## src/rtl/pbm_pkg.sv

```systemverilog
package pbm_pkg;
    typedef enum logic [2:0] {
        PH_IDLE,
        PH_ALO,
        PH_AHI,
        PH_SETUP,
        PH_STRB,
        PH_HOLD
    } phase_t;

    localparam logic [1:0] MUX_DEMUX = 2'd0;
    localparam logic [1:0] MUX_PART  = 2'd1;

    localparam logic [1:0] STEP_INC  = 2'd1;
    localparam logic [1:0] STEP_DEC  = 2'd2;
endpackage

```

## src/rtl/pbm_seq.sv

```systemverilog
module pbm_seq
    import pbm_pkg::*;
#(
    parameter int WAIT_W = 4
) (
    input  logic              clk,
    input  logic              rst_n,
    input  logic [1:0]        mux_mode,
    input  logic [WAIT_W-1:0] wait_setup,
    input  logic [WAIT_W-1:0] wait_strobe,
    input  logic [WAIT_W-1:0] wait_hold,
    input  logic              start_rd,
    input  logic              start_wr,
    output phase_t            phase,
    output logic              op_rd,
    output logic              capture,
    output logic              done
);
    phase_t            nxt;
    logic [WAIT_W-1:0] cnt;
    logic [WAIT_W-1:0] cnt_init;

    // next-state decision
    always_comb begin
        nxt = phase;
        unique case (phase)
            PH_IDLE:  if (start_rd || start_wr)
                          nxt = (mux_mode == MUX_DEMUX) ? PH_SETUP : PH_ALO;
            PH_ALO:   nxt = (mux_mode == MUX_PART) ? PH_SETUP : PH_AHI;
            PH_AHI:   nxt = PH_SETUP;
            PH_SETUP: if (cnt == '0) nxt = PH_STRB;
            PH_STRB:  if (cnt == '0) nxt = PH_HOLD;
            PH_HOLD:  if (cnt == '0) nxt = PH_IDLE;
            default:  nxt = PH_IDLE;
        endcase
    end

    always_comb begin
        unique case (nxt)
            PH_SETUP: cnt_init = wait_setup;
            PH_STRB:  cnt_init = wait_strobe;
            PH_HOLD:  cnt_init = wait_hold;
            default:  cnt_init = '0;
        endcase
    end

    // state register
    always_ff @(posedge clk or negedge rst_n) begin
        if (!rst_n) begin
            phase <= PH_IDLE;
            cnt   <= '0;
            op_rd <= 1'b1;
        end else begin
            phase <= nxt;
            if (nxt != phase)
                cnt <= cnt_init;
            else if (cnt != '0)
                cnt <= cnt - 1'b1;
            if (phase == PH_IDLE && (start_rd || start_wr))
                op_rd <= start_rd;
        end
    end

    assign capture = (phase == PH_STRB) && (cnt == '0) && op_rd;
    assign done    = (phase == PH_HOLD) && (cnt == '0);
endmodule

```

## src/rtl/pbm_addr.sv

```systemverilog
module pbm_addr
    import pbm_pkg::*;
#(
    parameter int ADDR_W = 12
) (
    input  logic              clk,
    input  logic              rst_n,
    input  logic [ADDR_W-1:0] mask,
    input  logic [1:0]        step_mode,
    input  logic [ADDR_W-1:0] addr_in,
    input  logic              addr_load,
    input  logic              idle,
    input  logic              done,
    output logic [ADDR_W-1:0] addr
);
    always_ff @(posedge clk or negedge rst_n) begin
        if (!rst_n) begin
            addr <= '0;
        end else if (done) begin
            if (step_mode == STEP_INC)
                addr <= (addr + 1'b1) & mask;
            else if (step_mode == STEP_DEC)
                addr <= (addr - 1'b1) & mask;
        end else if (idle && addr_load) begin
            addr <= addr_in;
        end
    end
endmodule

```

## src/rtl/pbm_drive.sv

```systemverilog
module pbm_drive
    import pbm_pkg::*;
#(
    parameter int ADDR_W = 12,
    parameter int DATA_W = 8
) (
    input  phase_t            phase,
    input  logic              op_rd,
    input  logic [1:0]        mux_mode,
    input  logic              style,
    input  logic              cs_en,
    input  logic              pol_cs,
    input  logic              pol_strb,
    input  logic              pol_latch,
    input  logic [ADDR_W-1:0] ea,
    input  logic [DATA_W-1:0] wdata,
    output logic [ADDR_W-2:0] pin_addr,
    output logic              pin_cs,
    output logic              pin_ale_lo,
    output logic              pin_ale_hi,
    output logic              pin_rd_rnw,
    output logic              pin_wr_en,
    output logic [DATA_W-1:0] pin_d_out,
    output logic              pin_d_oe
);
    logic busy_i, strb_i, data_ph;

    // output decode from the registered phase
    always_comb begin
        busy_i  = (phase != PH_IDLE);
        strb_i  = (phase == PH_STRB);
        data_ph = (phase == PH_SETUP) || strb_i || (phase == PH_HOLD);

        if (mux_mode == MUX_DEMUX)
            pin_addr = ea[ADDR_W-2:0];
        else if (mux_mode == MUX_PART)
            pin_addr = {ea[ADDR_W-2:DATA_W], {DATA_W{1'b0}}};
        else
            pin_addr = '0;

        pin_cs     = cs_en ? ~(busy_i ^ pol_cs) : ea[ADDR_W-1];
        pin_ale_lo = ~((phase == PH_ALO) ^ pol_latch);
        pin_ale_hi = ~((phase == PH_AHI) ^ pol_latch);

        if (style) begin
            pin_rd_rnw = busy_i ? op_rd : 1'b1;
            pin_wr_en  = ~(strb_i ^ pol_strb);
        end else begin
            pin_rd_rnw = ~((strb_i && op_rd) ^ pol_strb);
            pin_wr_en  = ~((strb_i && !op_rd) ^ pol_strb);
        end

        unique case (phase)
            PH_ALO:  pin_d_out = ea[DATA_W-1:0];
            PH_AHI:  pin_d_out = DATA_W'(ea >> DATA_W);
            default: pin_d_out = wdata;
        endcase
        pin_d_oe = (phase == PH_ALO) || (phase == PH_AHI) || (data_ph && !op_rd);
    end
endmodule

```

## src/rtl/par_bus_master.sv

```systemverilog
module par_bus_master
    import pbm_pkg::*;
#(
    parameter int ADDR_W = 12,
    parameter int DATA_W = 8,
    parameter int WAIT_W = 4
) (
    input  logic              clk,
    input  logic              rst_n,
    input  logic [1:0]        cfg_mux,
    input  logic              cfg_style,
    input  logic              cfg_cs_en,
    input  logic              cfg_pol_cs,
    input  logic              cfg_pol_strb,
    input  logic              cfg_pol_latch,
    input  logic [1:0]        cfg_step,
    input  logic [WAIT_W-1:0] cfg_wait_setup,
    input  logic [WAIT_W-1:0] cfg_wait_strobe,
    input  logic [WAIT_W-1:0] cfg_wait_hold,
    input  logic [ADDR_W-1:0] addr_in,
    input  logic              addr_load,
    input  logic [DATA_W-1:0] wdata,
    input  logic              start_rd,
    input  logic              start_wr,
    output logic              busy,
    output logic [DATA_W-1:0] rdata,
    output logic [ADDR_W-1:0] cur_addr,
    output logic [ADDR_W-2:0] pin_addr,
    output logic              pin_cs,
    output logic              pin_ale_lo,
    output logic              pin_ale_hi,
    output logic              pin_rd_rnw,
    output logic              pin_wr_en,
    output logic [DATA_W-1:0] pin_d_out,
    output logic              pin_d_oe,
    input  logic [DATA_W-1:0] pin_d_in
);
    localparam logic [ADDR_W-1:0] MASK_CS  = {1'b0, {(ADDR_W-1){1'b1}}};
    localparam logic [ADDR_W-1:0] MASK_ALL = '1;

    phase_t            phase;
    logic              op_rd, capture, done;
    logic [ADDR_W-1:0] mask, ea;

    assign mask = cfg_cs_en ? MASK_CS : MASK_ALL;
    assign ea   = cur_addr & mask;
    assign busy = (phase != PH_IDLE);

    pbm_seq #(.WAIT_W(WAIT_W)) u_seq (
        .clk(clk), .rst_n(rst_n), .mux_mode(cfg_mux),
        .wait_setup(cfg_wait_setup), .wait_strobe(cfg_wait_strobe),
        .wait_hold(cfg_wait_hold), .start_rd(start_rd), .start_wr(start_wr),
        .phase(phase), .op_rd(op_rd), .capture(capture), .done(done)
    );

    pbm_addr #(.ADDR_W(ADDR_W)) u_addr (
        .clk(clk), .rst_n(rst_n), .mask(mask), .step_mode(cfg_step),
        .addr_in(addr_in), .addr_load(addr_load), .idle(!busy),
        .done(done), .addr(cur_addr)
    );

    pbm_drive #(.ADDR_W(ADDR_W), .DATA_W(DATA_W)) u_drive (
        .phase(phase), .op_rd(op_rd), .mux_mode(cfg_mux), .style(cfg_style),
        .cs_en(cfg_cs_en), .pol_cs(cfg_pol_cs), .pol_strb(cfg_pol_strb),
        .pol_latch(cfg_pol_latch), .ea(ea), .wdata(wdata),
        .pin_addr(pin_addr), .pin_cs(pin_cs), .pin_ale_lo(pin_ale_lo),
        .pin_ale_hi(pin_ale_hi), .pin_rd_rnw(pin_rd_rnw), .pin_wr_en(pin_wr_en),
        .pin_d_out(pin_d_out), .pin_d_oe(pin_d_oe)
    );

    always_ff @(posedge clk or negedge rst_n) begin
        if (!rst_n)
            rdata <= '0;
        else if (capture)
            rdata <= pin_d_in;
    end
endmodule

```

## config.mk

```make
export PLATFORM = sky130hd
export DESIGN_NAME = par_bus_master
export DESIGN_NICKNAME = d
export VERILOG_FILES = /design/src/rtl/pbm_pkg.sv /design/src/rtl/pbm_seq.sv /design/src/rtl/pbm_addr.sv /design/src/rtl/pbm_drive.sv /design/src/rtl/par_bus_master.sv
export SDC_FILE = /design/constraint.sdc
export NUM_CORES = 1
export LEC_CHECK = 0
export ABC_CLOCK_PERIOD_IN_PS = 2200
export BUFFER_PORTS_ARGS = -buffer_cell sky130_fd_sc_hd__buf_4
export CELL_PAD_IN_SITES_DETAIL_PLACEMENT = 1
export CELL_PAD_IN_SITES_GLOBAL_PLACEMENT = 2
export CORE_ASPECT_RATIO = 1.2
export CORE_MARGIN = 8
export CORE_UTILIZATION = 24
export CTS_BUF_LIST = sky130_fd_sc_hd__clkbuf_8
export CTS_CLUSTER_SIZE = 12
export DETAILED_ROUTE_END_ITERATION = 6
export PLACE_DENSITY_LB_ADDON = 0.15
export SYNTH_ARGS = -nofsm -noshare
export SYNTH_HDL_FRONTEND = slang
export SYNTH_SLANG_ARGS = --single-unit
```

## constraint.sdc

```tcl
create_clock -name clk -period 2.2 [get_ports clk]
set_input_delay 0.55 -clock clk [delete_from_list [all_inputs] [get_ports clk]]
set_output_delay 0.55 -clock clk [all_outputs]
set_load 0.05 [all_outputs]
```

### Yosys cells after proc, flatten, opt, wreduce, memory -nomap -nowiden

Cells that the tools add are included.

| cells by class | value |
|---|---|
| add/sub/neg operators | 3 |
| $mul | 0 |
| div/mod/pow operators | 0 |
| magnitude comparators | 0 |
| eq/ne operators | 13 |
| shift operators | 0 |
| multiplexer cells | 22 |
| bitwise logic cells | 15 |
| reduce and logical (&&, ||, !) cells | 23 |

Operators with widths:

| kind | count |
|---|---|
| $mux W12 | 5 |
| $and A12 B12 Y12 | 3 |
| $mux W11 | 2 |
| $pmux W3 S6 | 1 |
| $pmux W8 S2 | 1 |
| $add A12 B1 Y12 const B | 1 |
| $eq A3 B3 Y1 const B | 4 |
| $mux W3 | 4 |
| $pmux W4 S3 | 1 |
| $sub A12 B1 Y12 const B | 1 |
| $eq A3 B2 Y1 const B | 3 |
| $logic_and A1 B1 Y1 | 8 |
| $mux W4 | 2 |
| $not A1 Y1 | 6 |
| $xor A1 B1 Y1 | 6 |
| $logic_or A1 B1 Y1 | 5 |
| $mux W1 | 5 |
| $eq A2 B1 Y1 const B | 2 |
| $logic_not A4 Y1 | 1 |
| $reduce_bool A2 Y1 | 2 |
| $reduce_bool A4 Y1 | 1 |
| $sub A4 B1 Y4 const B | 1 |
| $eq A3 B1 Y1 const B | 1 |
| $logic_not A3 Y1 | 1 |
| other kinds (8) | 9 |

| word-level totals | value |
|---|---|
| flip-flop bits (word level) | 28 |
| bits in latches | 0 |
| memory bits (writable) | 0 |
| ROM bits | 0 |
| input bits | 54 |
| output and inout port bits | 46 |
| logic and storage cells | 81 |
| memories kept | 0 |

### Depth between registers and ports, before layout

| logic depth | value |
|---|---|
| word-level depth | 7 |
| mapped depth | 11 |
| gate-level depth less buffers | 10 |

### By module

A second synthesis with hierarchy kept.

| unflattened totals | value |
|---|---|
| cells, all modules | 306 |
| area, all modules | 2655.0 um2 |

Modules (own cells, without submodules):

| module | instances | cells each | area each (um2) | seq. area each (um2) |
|---|---|---|---|---|
| pbm_addr | 1 | 141 | 1151.1 | 300.3 |
| pbm_seq | 1 | 80 | 708.2 | 201.4 |
| pbm_drive | 1 | 63 | 439.2 | 0.0 |
| par_bus_master | 1 | 22 | 356.6 | 200.2 |

### Least setup slack after synthesis

Ideal clock, no wire load.

| path | value |
|---|---|
| path kind | input port to flip-flop |
| start | in cfg_step[1] |
| end | reg u_addr.addr[11] |
| library setup time | 95 ps |
| data arrival time | 2673 ps |
| slack | -569 ps |
| stages on the path | 10 |
| buffers on the path | 0 |
| path through | inv_1 -> ha_1 -> inv_1 -> ha_1 -> a211o_1 -> or3_1 -> o221a_2 -> a211oi_1 -> xnor2_1 -> o31ai_1 |

| between the ends | value |
|---|---|
| cells in the longest elaborated chain, start to end | 3 |
| elaborated cells on any way between the ends | 6 |

Ends and longest elaborated chain:

| element | RTL line | RTL |
|---|---|---|
| start, declared | par_bus_master.sv:16 | `input logic [1:0] cfg_step,` |
| $eq A2 B2 Y1 or $eq A2 B1 Y1 (tied branches) | pbm_addr.sv:22, pbm_addr.sv:20 |  |
| $ne A3 B1 Y1 (no source line) or $mux W12 (tied branches) | -- |  |
| $reduce_and A2 Y1 (no source line) or $mux W12 (tied branches) | -- |  |
| end signal, assigned | pbm_addr.sv:21 | `addr <= (addr + 1'b1) & mask;` |
| end signal, assigned | pbm_addr.sv:23 | `addr <= (addr - 1'b1) & mask;` |
| end signal, assigned | pbm_addr.sv:25 | `addr <= addr_in;` |
| end, declared | pbm_addr.sv:14 | `output logic [ADDR_W-1:0] addr` |

Several ways; a longest one is shown, not always the timed one.
A chain may end at the register's enable or synchronous reset.

### Worst setup path after layout

Ends and elaborated chain as after synthesis.

==> results.yml <==
status:
  status: "finished, violations left"
  violations: "setup timing"
logic_synthesis:
  syn-instance-count: 291
  synth_area_leaders: "dfrtp_1, ha_1, o21ai_0, nand2_1, a21oi_1"
  synth.distinct_cells: 52
  netlist_area_sq_um: 2370
  avgSynthCellArea_sq_um: 8.15
  yosys-top-cells-count: "nand2_1, dfrtp_1, o21ai_0"
  ys_seq_area_share_pct: 29.6
  synth_top_area_cell: "dfrtp_1"
  ys_warn_count: 0
  synth.most_common_cell: "nand2_1"
  synth_edf_count: 0
  synth-seq-cells: 28
  synth_async_sr_flop_share_pct: 100
  syn-num-nets: 358
  ys.flop_type: "dfrtp_1"
  netlist.area_leader.share_pct: 28.5
cells_and_area:
  fin_area_sq_um: 4170
  area.growth.synth_to_final_pct: 75.7
  post-route-util_pct: 43.6
  fillers: 1192
  fin_nets: 523
  drive_above_1_share_pct: 54.1
  antenna_cells: 0
critical_path:
  crit_top_cell: "ha_4"
  cp_max_fo: 5
  worst_setup_path_end_kind: "flop"
  start_kind: "input pin"
  slowest_delay_ns: 0.34
  required_ns: 2.39
  cp_cell_sequence: "buf_8, inv_12, ha_4, inv_8, ha_4, a211o_1, or3_4, o221a_4, a211oi_2, xnor2_1, o31ai_1"
  slowest_stage: "or3_4"
  cp_data_arrival_time_ns: 2.47
  critPathKind: "in -> reg"
  ff2ff_path_depth: 8
power:
  vdd_ir_drop_max_v: 0.000849
  power.density_nw_per_um2: 1740
  power_leakage_nw: 1.92
drt:
  drc_errors: 0
  drt-total-wl_microns: 10700
  vias_per_cell: 4.97
  vias: 2873
  wl_per_cell_microns: 18.5
  dr.first_iter.drc_count: 40
  final_antenna_net_count: 0
  first_pass_iters: 3
timing:
  setup_tns_ns: -0.0786
  slew-limit-headroom_pct: 72.5
  worst_pin_slew_ns: 0.412
  setup_violations: 1
  clock_skew_ns: 0.00300
  setup_ws_ns: -0.0786
  grt_setup_unrepaired: "yes"
  finalHoldViolCount: 0
  drv_slew: 0
  min_period_ns: 2.28
  period_share_pct: 104
  clock.fmax_ghz: 0.439
global_routing:
  grtUsageTotal_pct: 15.6
  grt-ovfl-total: 0
  use_met1_pct: 16.0
  grt_pass1_vias: 3273
  grt_first_pass_wirelength_microns: 16700
  busiest_layer: "met2"
  antenna_found_initial: 0
  grt_start_max_net_pins: 29
  grt_util_met3_pct: 2.95
  grt_util_met2_pct: 30.2
floorplanning:
  die_h_microns: 125
  placementRows: 39
  io_pins: 100
  fp.dieArea_sq_um: 13300
  start_util_pct: 24.8
  core_sq_um: 9560
  die_w_microns: 107
place:
  postPlaceCellArea_sq_um: 3820
  routabilityCongestion: 0.843
  port_buffers: 99
  dp.final_hpwl_microns: 8750
  place_ws_ns: -0.460
clock_network:
  cts_max_path_buffers: 2
  clk_pin_slew_worst_paths_ns: 0.11
  h-tree-depth: 1
  root_buffer: "clkbuf_8"
  cts_sinks: 28
  cts_tree: "built"
  cts_made_buffers: 3
  clock_latency_ns: 0.28
job:
  max_cap_violations: 0
worst_hold_path:
  hold_path.class: "in -> async"
==> sequential cells by signal (all words and copies together), names as in the netlist <==
| register | flops |
|---|---|
| u_seq.op_rd | 1 |
| rdata | 8 |
| u_seq.phase | 3 |
| u_seq.cnt | 4 |
| u_addr.addr | 12 |
==> cells in the final DEF, fill, tap and decap left out, types with 7 or more instances in the layout <==
master   synthesis  routed
nor2_1          22      17
and2_1           9       8
a22oi_1         10      10
ha_1            12       7
dfrtp_1         27      24
o21ai_0         26      16
mux2_2           8       8
a21oi_1         22      17
buf_4            0     160
xor2_1           9       8
o22ai_1         17      13
buf_6            1      11
nand2_1         32      30
==> worst max-delay path: cells and delay by family <==
kind,cells,cell delay (ns)
and+or+nand+nor,1,0.34
adders and majority gates,2,0.36
xor gates and xnor gates,1,0.08
buffers and inverters,3,0.20
AOI/OAI and AO/OA,4,0.96
==> where the power goes <==
group / internal (mW) / total (mW) / switching, mW
clock: 0.244 / 0.425 / 0.181
combinational: 2.43 / 5.77 / 3.34
sequential: 0.766 / 1.07 / 0.300
==> final cells by class <==
cell class | instances | area, sq um | area share [%]
Clock inverter | 1 | 30.0 | 0.720
Inverter | 9 | 58.8 | 1.41
Clock buffer | 3 | 41.3 | 0.990
Sequential cell | 28 | 706 | 16.9
Multi-Input combinational cell | 241 | 1820 | 43.6
Tap cell | 123 | 154 | 3.69
Timing Repair Buffer | 173 | 1360 | 32.6
==> metrics by stage <==
| stage | hold slack, ns | power [mW] | std cells |
|---|---|---|---|
| 2_1_floorplan | 0.254 | 4.35 | 291 |
| 3_3_place_gp | 0.490 | 6.32 | 563 |
| 3_5_place_dp | 0.496 | 6.36 | 563 |
| 4_1_cts | 0.192 | 6.97 | 572 |
| 5_1_grt | 0.194 | 7.74 | 578 |
| 6_report | 0.174 | 7.26 | 578 |
==> final timing paths <==
path | end | slack, ns | from
worst min-delay path | rdata[6] | 0.17 | rst_n
worst min register to register | rdata[4] | 0.52 | rdata[4]
min in group clk | u_addr.addr[11] | 0.46 | cfg_cs_en
worst max register to register | u_addr.addr[11] | 0.04 | u_seq.cnt[0]
worst max-delay path | u_addr.addr[11] | -0.08 | cfg_step[1]
max in group asynchronous | u_seq.op_rd | 1.70 | rst_n
==> cell families after synthesis <==
| group | synth area share, % |
|---|---|
| AOI/OAI and AO/OA | 29.6 |
| and+or+nand+nor | 19.5 |
| DFF | 29.6 |
| buffers and inverters | 3.96 |
| xor gates and xnor gates | 5.54 |
| adders and majority gates | 7.17 |
| muxes | 4.64 |
==> per-layer routing <==
metal,vias up,part of all wire [%]
li1,1402,-
met5,-,0
met4,0,1.3
met2,51,56
met1,1414,39
met3,6,4.1
==> repair_timing <==
| item | 4_1_cts | 5_1_grt |
|---|---|---|
| buffers inserted | 5 | 6 |
| hold buffers | 0 | 0 |
| gates resized for setup | 19 | 39 |
| pin swaps | 8 | 13 |
| setup endpoints to repair | 28 | 32 |
No activity file was read; power rests on OpenSTA's default activity.
